### src/rtl/pld_pkg.sv
package pld_pkg;
  localparam int unsigned INSN_W = 32;
  localparam int unsigned REG_W  = 5;
  localparam int unsigned IMM_W  = 7;

  typedef enum logic [1:0] {OVL_SUPPRESS, OVL_UNKNOWN, OVL_UNDEF, OVL_NOP} ovl_res_e;
  typedef enum logic [1:0] {DUP_UNKNOWN, DUP_UNDEF, DUP_NOP} dup_res_e;
  typedef enum logic [1:0] {FORM_NONE, FORM_POST, FORM_PRE, FORM_OFF} form_e;

  typedef struct packed {
    logic             match;
    form_e            form;
    logic [REG_W-1:0] rt1;
    logic [REG_W-1:0] rt2;
    logic [REG_W-1:0] rn;
    logic [IMM_W-1:0] imm;
    logic             scale_hi;
  } dec_t;
endpackage

### src/rtl/pld_decode.sv
module pld_decode
  import pld_pkg::*;
(
  input  logic [INSN_W-1:0] insn_i,
  output dec_t              dec_o
);
  logic fixed_ok;

  assign fixed_ok = (insn_i[31:30] == 2'b11) && (insn_i[29:27] == 3'b101) &&
                    !insn_i[26] && insn_i[22];

  always_comb begin
    dec_o.form = FORM_NONE;
    unique case (insn_i[25:23])
      3'b001:  dec_o.form = FORM_POST;
      3'b011:  dec_o.form = FORM_PRE;
      3'b010:  dec_o.form = FORM_OFF;
      default: dec_o.form = FORM_NONE;
    endcase
    dec_o.match    = fixed_ok && (dec_o.form != FORM_NONE);
    dec_o.imm      = insn_i[21:15];
    dec_o.rt2      = insn_i[14:10];
    dec_o.rn       = insn_i[9:5];
    dec_o.rt1      = insn_i[4:0];
    dec_o.scale_hi = insn_i[31];
  end
endmodule

### src/rtl/pld_agen.sv
module pld_agen
  import pld_pkg::*;
#(
  parameter int unsigned XLEN     = 64,
  parameter int unsigned SP_ALIGN = 4
) (
  input  logic [IMM_W-1:0] imm_i,
  input  logic             scale_hi_i,
  input  form_e            form_i,
  input  logic             use_sp_i,
  input  logic [XLEN-1:0]  xn_i,
  input  logic [XLEN-1:0]  sp_i,
  output logic [XLEN-1:0]  addr_o,
  output logic [XLEN-1:0]  wb_addr_o,
  output logic             misalign_o
);
  localparam int unsigned EXT_W = XLEN - IMM_W;

  logic [XLEN-1:0] base, off_ext, offset, sum;

  assign base    = use_sp_i ? sp_i : xn_i;
  assign off_ext = {{EXT_W{imm_i[IMM_W-1]}}, imm_i};
  // scale is 2 + bit 31 of the word
  assign offset  = scale_hi_i ? (off_ext << 3) : (off_ext << 2);
  assign sum     = base + offset;

  assign addr_o     = (form_i == FORM_POST) ? base : sum;
  assign wb_addr_o  = sum;
  assign misalign_o = use_sp_i && (|sp_i[SP_ALIGN-1:0]);
endmodule

### src/rtl/pld_hazard.sv
module pld_hazard
  import pld_pkg::*;
#(
  parameter ovl_res_e OVL_RES = OVL_SUPPRESS,
  parameter dup_res_e DUP_RES = DUP_UNDEF
) (
  input  logic             match_i,
  input  logic             feat_en_i,
  input  logic             wb_req_i,
  input  logic [REG_W-1:0] rt1_i,
  input  logic [REG_W-1:0] rt2_i,
  input  logic [REG_W-1:0] rn_i,
  output logic             undef_o,
  output logic             nop_o,
  output logic             ld_en_o,
  output logic             wb_en_o,
  output logic             wb_unknown_o,
  output logic             rt_unknown_o
);
  logic ovl, dup, wb_keep, wbu, rtu, und, nop;

  assign ovl = wb_req_i && (rn_i != '1) && ((rn_i == rt1_i) || (rn_i == rt2_i));
  assign dup = (rt1_i == rt2_i);

  // overlap resolution first, duplicate-destination resolution second
  always_comb begin
    und     = 1'b0;
    nop     = 1'b0;
    wb_keep = wb_req_i;
    wbu     = 1'b0;
    rtu     = 1'b0;
    if (match_i && !feat_en_i) begin
      und = 1'b1;
    end else if (match_i) begin
      if (ovl) begin
        case (OVL_RES)
          OVL_SUPPRESS: wb_keep = 1'b0;
          OVL_UNKNOWN:  wbu     = 1'b1;
          OVL_UNDEF:    und     = 1'b1;
          default:      nop     = 1'b1;
        endcase
      end
      if (dup && !und && !nop) begin
        case (DUP_RES)
          DUP_UNKNOWN: rtu = 1'b1;
          DUP_UNDEF:   und = 1'b1;
          default:     nop = 1'b1;
        endcase
      end
    end
  end

  assign undef_o      = und;
  assign nop_o        = nop;
  assign ld_en_o      = match_i && !und && !nop;
  assign wb_en_o      = ld_en_o && wb_keep;
  assign wb_unknown_o = ld_en_o && wbu;
  assign rt_unknown_o = ld_en_o && rtu;
endmodule

### src/rtl/pair_load_decoder.sv
module pair_load_decoder
  import pld_pkg::*;
#(
  parameter int unsigned XLEN     = 64,
  parameter int unsigned SP_ALIGN = 4,
  parameter ovl_res_e    OVL_RES  = OVL_SUPPRESS,
  parameter dup_res_e    DUP_RES  = DUP_UNDEF
) (
  input  logic              clk_i,
  input  logic              rst_ni,
  input  logic              valid_i,
  input  logic              feat_en_i,
  input  logic [INSN_W-1:0] insn_i,
  input  logic [XLEN-1:0]   xn_val_i,
  input  logic [XLEN-1:0]   sp_val_i,
  output logic              valid_o,
  output logic              nomatch_o,
  output logic              undef_o,
  output logic              nop_o,
  output logic              ld_en_o,
  output logic [REG_W-1:0]  rt1_o,
  output logic [REG_W-1:0]  rt2_o,
  output logic [REG_W-1:0]  rn_o,
  output logic              use_sp_o,
  output logic [XLEN-1:0]   addr_o,
  output logic              wb_en_o,
  output logic [XLEN-1:0]   wb_val_o,
  output logic              wb_unknown_o,
  output logic              rt_unknown_o,
  output logic              sp_align_fault_o,
  output logic              tag_check_o
);
  dec_t            dec;
  logic            use_sp, wb_req, misalign;
  logic            h_undef, h_nop, h_ld, h_wb, h_wbu, h_rtu;
  logic [XLEN-1:0] addr, wb_addr;

  pld_decode u_dec (.insn_i(insn_i), .dec_o(dec));

  assign use_sp = (dec.rn == '1);
  assign wb_req = dec.match && ((dec.form == FORM_POST) || (dec.form == FORM_PRE));

  pld_agen #(.XLEN(XLEN), .SP_ALIGN(SP_ALIGN)) u_agen (
    .imm_i(dec.imm), .scale_hi_i(dec.scale_hi), .form_i(dec.form),
    .use_sp_i(use_sp), .xn_i(xn_val_i), .sp_i(sp_val_i),
    .addr_o(addr), .wb_addr_o(wb_addr), .misalign_o(misalign)
  );

  pld_hazard #(.OVL_RES(OVL_RES), .DUP_RES(DUP_RES)) u_haz (
    .match_i(dec.match), .feat_en_i(feat_en_i), .wb_req_i(wb_req),
    .rt1_i(dec.rt1), .rt2_i(dec.rt2), .rn_i(dec.rn),
    .undef_o(h_undef), .nop_o(h_nop), .ld_en_o(h_ld), .wb_en_o(h_wb),
    .wb_unknown_o(h_wbu), .rt_unknown_o(h_rtu)
  );

  always_ff @(posedge clk_i or negedge rst_ni) begin
    if (!rst_ni) begin
      valid_o          <= 1'b0;
      nomatch_o        <= 1'b0;
      undef_o          <= 1'b0;
      nop_o            <= 1'b0;
      ld_en_o          <= 1'b0;
      rt1_o            <= '0;
      rt2_o            <= '0;
      rn_o             <= '0;
      use_sp_o         <= 1'b0;
      addr_o           <= '0;
      wb_en_o          <= 1'b0;
      wb_val_o         <= '0;
      wb_unknown_o     <= 1'b0;
      rt_unknown_o     <= 1'b0;
      sp_align_fault_o <= 1'b0;
      tag_check_o      <= 1'b0;
    end else begin
      valid_o <= valid_i;
      if (valid_i) begin
        nomatch_o        <= !dec.match;
        undef_o          <= h_undef;
        nop_o            <= h_nop;
        ld_en_o          <= h_ld;
        rt1_o            <= dec.rt1;
        rt2_o            <= dec.rt2;
        rn_o             <= dec.rn;
        use_sp_o         <= use_sp;
        addr_o           <= addr;
        wb_en_o          <= h_wb;
        wb_val_o         <= h_wbu ? '0 : wb_addr;
        wb_unknown_o     <= h_wbu;
        rt_unknown_o     <= h_rtu;
        sp_align_fault_o <= h_ld && misalign;
        tag_check_o      <= h_ld && (wb_req || !use_sp);
      end
    end
  end

  a_r10_valid_follows: assert property (@(posedge clk_i) disable iff (!rst_ni)
    valid_o == $past(valid_i));
  a_r1_flags_exclusive: assert property (@(posedge clk_i) disable iff (!rst_ni)
    valid_o |-> $onehot0({nomatch_o, undef_o, nop_o, ld_en_o}));
  a_r1_wb_needs_load: assert property (@(posedge clk_i) disable iff (!rst_ni)
    wb_en_o |-> ld_en_o);
  a_r7_no_overlap_wb: assert property (@(posedge clk_i) disable iff (!rst_ni)
    (valid_o && wb_en_o && !use_sp_o && (OVL_RES != OVL_UNKNOWN))
      |-> (rn_o != rt1_o) && (rn_o != rt2_o));
  a_r8_distinct_dest: assert property (@(posedge clk_i) disable iff (!rst_ni)
    (valid_o && ld_en_o && !rt_unknown_o) |-> (rt1_o != rt2_o));
  a_r9_tag_on_wb: assert property (@(posedge clk_i) disable iff (!rst_ni)
    (valid_o && ld_en_o && (wb_en_o || !use_sp_o)) |-> tag_check_o);
  a_r5_fault_on_sp: assert property (@(posedge clk_i) disable iff (!rst_ni)
    sp_align_fault_o |-> use_sp_o && ld_en_o);
  a_r10_hold: assert property (@(posedge clk_i) disable iff (!rst_ni)
    !$past(valid_i) |-> $stable(addr_o) && $stable(ld_en_o) && $stable(wb_en_o));
endmodule

### config.mk
export PLATFORM = sky130hd
export DESIGN_NAME = pair_load_decoder
export DESIGN_NICKNAME = d
export VERILOG_FILES = /design/src/rtl/pld_pkg.sv /design/src/rtl/pld_decode.sv /design/src/rtl/pld_agen.sv /design/src/rtl/pld_hazard.sv /design/src/rtl/pair_load_decoder.sv
export SDC_FILE = /design/constraint.sdc
export NUM_CORES = 1
export LEC_CHECK = 0
export BUFFER_PORTS_ARGS = -buffer_cell sky130_fd_sc_hd__buf_2
export CORE_MARGIN = 4
export CORE_UTILIZATION = 29
export DETAILED_ROUTE_END_ITERATION = 6
export PLACE_DENSITY = 0.58
export SYNTH_ARGS = -nofsm -noshare
export SYNTH_HDL_FRONTEND = slang
export SYNTH_SLANG_ARGS = --single-unit
### constraint.sdc
create_clock -name clk_i -period 0.9 [get_ports clk_i]
set_clock_uncertainty 0.1 [all_clocks]
set_input_delay 0.18 -clock clk_i [delete_from_list [all_inputs] [get_ports clk_i]]
set_output_delay 0.18 -clock clk_i [all_outputs]
set_load 0.02 [all_outputs]
Word-level counts from Yosys, hierarchy flattened
Index checks and enable logic that the tools add are counted.
{ "word_totals": {"memories": 0, "out_inout_bits": 154, "reg_bits": 152, "ram_bits": 0, "latchBits": 0, "rom_bits": 0} }
{ "op_classes": {"n_bitwise": 0, "div_mod_pow": 0, "shift": 0, "add_sub_neg": 1, "muxes": 14, "n_reduce_logical": 27, "multipliers": 0, "order_cmp": 0, "eq_ne": 12} }
{ "op_table": {"columns": ["cell", "count"], "rows": [
  ["$mux W64", 2],
  ["$add A64 B64 Y64", 1],
  ["$eq A5 B5 Y1", 3],
  ["$logic_and A1 B1 Y1", 15],
  ["$mux W1", 10],
  ["$mux W9", 1],
  ["$logic_not A1 Y1", 7],
  ["$eq A3 B2 Y1 const B", 2],
  ["$pmux W2 S3", 1],
  ["$eq A5 B5 Y1 const B", 1],
  ["$ne A5 B5 Y1 const B", 1],
  ["$eq A2 B2 Y1 const B", 2],
  ["$reduce_or A4 Y1", 1],
  ["$eq A3 B1 Y1 const B", 1],
  ["$eq A3 B3 Y1 const B", 1],
  ["$logic_or A1 B1 Y1", 3],
  ["$eq A2 B1 Y1 const B", 1],
  ["$reduce_bool A2 Y1", 1]
]} }

Longest topological paths before layout
{ "depth": {"ltp_word": 16, "mapped_depth": 17} }

Hierarchy
From an unflattened synthesis, not the netlist that was laid out.
{ "unflattened": {"cells_unflattened": 1439, "hier_area_um2": 12756.0} }
{ "by_module_without_submodules": {"columns": ["module", "cells_per_inst", "seq_area_each_um2", "area_per_inst_um2", "instances"], "rows": [
  ["pair_load_decoder", 478, 3853.7, 6157.2, 1],
  ["pld_agen", 898, 0.0, 6133.4, 1],
  ["pld_hazard", 33, 0.0, 237.7, 1],
  ["pld_decode", 30, 0.0, 227.7, 1]
]} }

Worst setup path before layout
Ideal clock, no wire load.
{ "synth_timing": {"path_type": "in2reg", "startpoint": "in insn_i[7]", "endpoint": "reg wb_val_o[59]", "setup_slack_ns": -3.425, "n_path_buf": 3, "arrival_time_ns": 4.100, "required_time_ns": 0.675, "stages": 16, "setup_time_ns": 0.125, "path_cell_list": "and3_1 > nand3_1 > buf_1 > clkbuf_1 > mux2_2 > ha_1 > buf_2 > nand4_1 > or2_2 > o311ai_4 > nor4b_4 > nor2_1 > o41ai_1 > a21oi_1 > xnor2_1 > mux2_2"} }
{ "synth_via": {"elab_chain_cells": 3} }
{ "synth_rtl": {"columns": ["element", "line", "rtl"], "rows": [
  ["start, declared", "pair_load_decoder.sv:13", "input logic [INSN_W-1:0] insn_i,"],
  ["$eq A5 B5 Y1", "pair_load_decoder.sv:40", "assign use_sp = (dec.rn == '1);"],
  ["$mux W64", "pld_agen.sv:21", "assign base = use_sp_i ? sp_i : xn_i;"],
  ["$add A64 B64 Y64", "pld_agen.sv:25", "assign sum = base + offset;"],
  ["end signal, assigned", "pair_load_decoder.sv:87", "wb_val_o <= h_wbu ? '0 : wb_addr;"],
  ["end, declared", "pair_load_decoder.sv:27", "output logic [XLEN-1:0] wb_val_o,"]
]} }
Every way passes these cells.
A chain may end at the register's enable or synchronous reset.

Worst setup path in the final report
{ "layout_timing": {"startpoint": "in insn_i[5]", "endpoint": "reg addr_o[63]"} }
{ "layout_via": {"elab_chain_cells": 4} }
{ "layout_rtl": {"columns": ["element", "line", "rtl"], "rows": [
  ["$eq A5 B5 Y1 (*)", "pair_load_decoder.sv:40", null],
  ["$mux W64 (*)", "pld_agen.sv:21", null],
  ["$add A64 B64 Y64", "pld_agen.sv:25", null],
  ["$mux W64 (*)", "pld_agen.sv:27", "assign addr_o = (form_i == FORM_POST) ? base : sum;"],
  ["end signal, assigned", "pair_load_decoder.sv:85", "addr_o <= addr;"],
  ["end, declared", "pair_load_decoder.sv:25", "output logic [XLEN-1:0] addr_o,"]
]} }
Mark *: on every way between the ends. The rest lies on a longest branch, timed or not.

==> impl_metrics.json <==
{
  "status": "finished with violations",
  "timing.reg2reg.worst_path_depth": 2,
  "drt_iter0_markers": 550,
  "yosys_most_used_dff": "sky130_fd_sc_hd__dfrtp_1",
  "fp-row-count": 71,
  "synthDistinctLibCells": 77,
  "die-area_um2": 41100,
  "pin_count_of_the_biggest_net_entering_global_routing": 49,
  "drt-vias-per-instance": 4.95,
  "cts_tree": "done",
  "period_minus_slack_ps": 3580,
  "place_worst_setup_slack_ps": -3360,
  "ys_seq_area_share_pct": 33.9,
  "place.port_buffers": 314,
  "via_count_of_the_first_global_routing_pass": 12200,
  "crit_required_ps": 1140,
  "drv.max_cap_violation_count": 0,
  "area_growth_pct": 73.9,
  "worst_r2r_startpoint": "wb_val_o[61]",
  "worstSetupStartpointType": "input pin",
  "starting_utilization_of_the_core_area_pct": 29.3,
  "worst_slack_ps": -2680,
  "final_slew_viol_count": 0,
  "layout.cell_area.non_filler_um2": 19100,
  "detail_route.first_pass.iterations": 7,
  "drc_errors": 0,
  "clock_tree.root_cell": "sky130_fd_sc_hd__clkbuf_16",
  "max_freq_ghz": 0.279,
  "wire_per_inst_um": 18.7,
  "detailroute.via_count": 11800,
  "die_w_um": 203,
  "hold_path_class": "input pin to register",
  "cp_max_fo": 6,
  "cts_max_level": 4,
  "final-hold-violation-count": 2,
  "clkTransAtPathRegs_ps": 70,
  "final_layout_size_suffix_gt1_share_pct": 58.9,
  "clk_path_buf_depth": 2,
  "leading_area_contributor_after_synthesis": "sky130_fd_sc_hd__dfrtp_1",
  "whs_path_cells": 3,
  "fp.coreArea_um2": 37500,
  "setup_viol_count_final": 283,
  "ys_seq_elements": 149,
  "synth_enable_flop_cells": 0,
  "numCtsBuffers": 17,
  "postSynth.asyncResetShare_pct": 100,
  "globalRouteTotalUtil_pct": 20.9,
  "rr_endpoint": "wb_val_o[61]",
  "io-pin-count": 318,
  "cp-end-kind": "register",
  "timing.reg2reg.setup_slack_ps": -130,
  "cts.sinks": 149,
  "netlist_top_cells_area": "sky130_fd_sc_hd__dfrtp_1 34%, sky130_fd_sc_hd__mux2_2 14%, sky130_fd_sc_hd__ha_1 7.6%",
  "grt_antenna_before_repair": 0,
  "placed_cells_incl_taps": 2301,
  "globalRouteOverflowTotal": 0,
  "timing.hold.worst_endpoint": "rn_o[1]",
  "worst_ep_arrival_time_ps": 3820,
  "synth_top_cell_area_share_pct": 33.9,
  "grt_setup_unrepaired": "yes",
  "nets": 2102,
  "total_leakage_power_nw": 8.95,
  "floorplan.die.height_um": 203,
  "timing.final.crit_share_pct": 398,
  "antenna_cells_inserted": 0,
  "path_class": "input pin to register",
  "ys.warnings.count": 0,
  "antenna_violating_nets_post_route": 0,
  "avgSynthCellArea_um2": 9.21,
  "vdd_ir_drop_max_mv": 1.36,
  "routed_wirelength_mm": 44.8,
  "clk_latency_ps": 450,
  "gpl.final_weighted_congestion": 0.883,
  "syn-cell-area_um2": 11000,
  "cts_hold_repair.buffers": 6,
  "finalNonFillerCells": 2394,
  "netlist_instances": 1193,
  "grt_first_pass_wirelength_mm": 67.8,
  "p_per_area_nw_per_um2": 1660,
  "violations": "negative hold slack, negative setup slack",
  "hold_path.startpoint": "insn_i[6]",
  "final.fill_count": 3413,
  "dpl_cell_area_um2": 16100,
  "hold-worst-slack_ps": -7.87,
  "detailed_place_hpwl_mm": 34.0
}
registers in the layout (all words and copies together) (netlist names):
register,flops
tag_check_o,1
wb_val_o,62
valid_o,1
rn_o,5
use_sp_o,1
rt2_o,5
undef_o,1
ld_en_o,1
sp_align_fault_o,1
rt1_o,5
addr_o,64
nomatch_o,1
wb_en_o,1
critical path, cell delays in order:
cell and delay [ps]:
sky130_fd_sc_hd__buf_6 70, sky130_fd_sc_hd__and3_4 190, sky130_fd_sc_hd__nand3_4 110, sky130_fd_sc_hd__buf_12 180, sky130_fd_sc_hd__buf_12 140, sky130_fd_sc_hd__mux2_4 320
sky130_fd_sc_hd__ha_4 280, sky130_fd_sc_hd__o211ai_1 160, sky130_fd_sc_hd__o211ai_4 290, sky130_fd_sc_hd__a311oi_4 170, sky130_fd_sc_hd__o311ai_4 300, sky130_fd_sc_hd__nor4b_4 330
sky130_fd_sc_hd__nor3b_4 100, sky130_fd_sc_hd__a31o_4 260, sky130_fd_sc_hd__a2111oi_4 360, sky130_fd_sc_hd__xnor2_1 110, sky130_fd_sc_hd__mux2_4 260
worst max path at each step:
stage / startpoint / to / slack, ps
global route: insn_i[5] / addr_o[63] / -2790
global placement: insn_i[7] / addr_o[62] / -3300
finish: insn_i[5] / addr_o[63] / -2680
detailed placement: insn_i[7] / wb_val_o[62] / -3360
CTS: insn_i[7] / addr_o[63] / -2670
floorplan: insn_i[7] / addr_o[63] / -2740
cells in the final DEF, fill, tap and decap left out, drive strengths merged, types with 22 or more instances in the layout:
cell    synthesis  layout
a31oi          44      44
xnor2          42      42
xor2           32      32
inv            21      23
a21oi          91      91
mux2          139     139
ha             67      67
clkbuf         63      22
nor2           93      93
nand4          22      22
buf            13     725
nand2         135     135
o21ai          43      43
dfrtp         149     149
a21o           44      44
cell usage after synthesis, drive strengths merged, types with 4 or more instances:
cell and instances:
a211o 5, a211oi 6, a21boi 5, a21o 44, a21oi 91, a221o 9, a22oi 4, a311oi 4
a31o 4, a31oi 44, and3 5, and4 5, buf 13, clkbuf 63, dfrtp 149, ha 67
inv 21, mux2 139, mux2i 7, nand2 135, nand2b 5, nand3 21, nand4 22, nor2 93
nor2b 14, nor3 14, o211ai 7, o21a 11, o21ai 43, o21bai 11, o2bb2ai 4, o31ai 6
or3 5, xnor2 42, xor2 32
stage by stage:
| step | power [mW] | utilization (%) | setup TNS [ps] |
|---|---|---|---|
| floorplan | 15.8 | - | -260630 |
| global placement | 21.5 | 42.9 | -336850 |
| detailed placement | 21.6 | 42.9 | -341900 |
| CTS | 30.8 | 48.3 | -318920 |
| global route | 33.5 | 51.0 | -338660 |
| finish | 31.8 | 51.0 | -321730 |
cells by family after synthesis:
| family | share of synthesized area [%] |
|---|---|
| simple gates | 13.9 |
| flops | 33.9 |
| fa+ha+maj | 7.81 |
| compound gates | 19.9 |
| xor+xnor | 5.90 |
| buf+inv | 3.57 |
| other cells | 0.0341 |
| mux | 14.9 |
layer usage:
layer  share of wire (%)  global-route usage, %
met1                  45                   27.7
met2                  48                   34.6
met3                 5.6                   4.73
met4                 2.0                   5.77
met5                   0                      0
where the power goes:
| part | switching, mW | internal (mW) |
|---|---|---|
| Clock | 3.25 | 4.38 |
| Combinational | 7.79 | 7.37 |
| Sequential | 0.872 | 8.13 |
timing repair:
| action | 4_1_cts | 5_1_grt |
|---|---|---|
| gates resized for setup | 214 | 161 |
| pin swaps | 63 | 97 |
| endpoints found under the hold margin | 166 | 5 |
| buffers inserted | 31 | 36 |
| gates cloned | 1 | 0 |
| endpoints found under the setup margin | 283 | 283 |
final cells by class:
class                      instances  area [um^2]  share of cell area (%)
clock buffer                      21          440                    2.31
timing repair buffer             732         5300                    27.8
sequential                       149         3730                    19.6
inverter                          21         78.8                   0.413
tap                              511          639                    3.35
multi-input combinational        949         8760                    45.8
clock inverter                    11          153                   0.799
No activity file was read; power rests on OpenSTA's default activity.
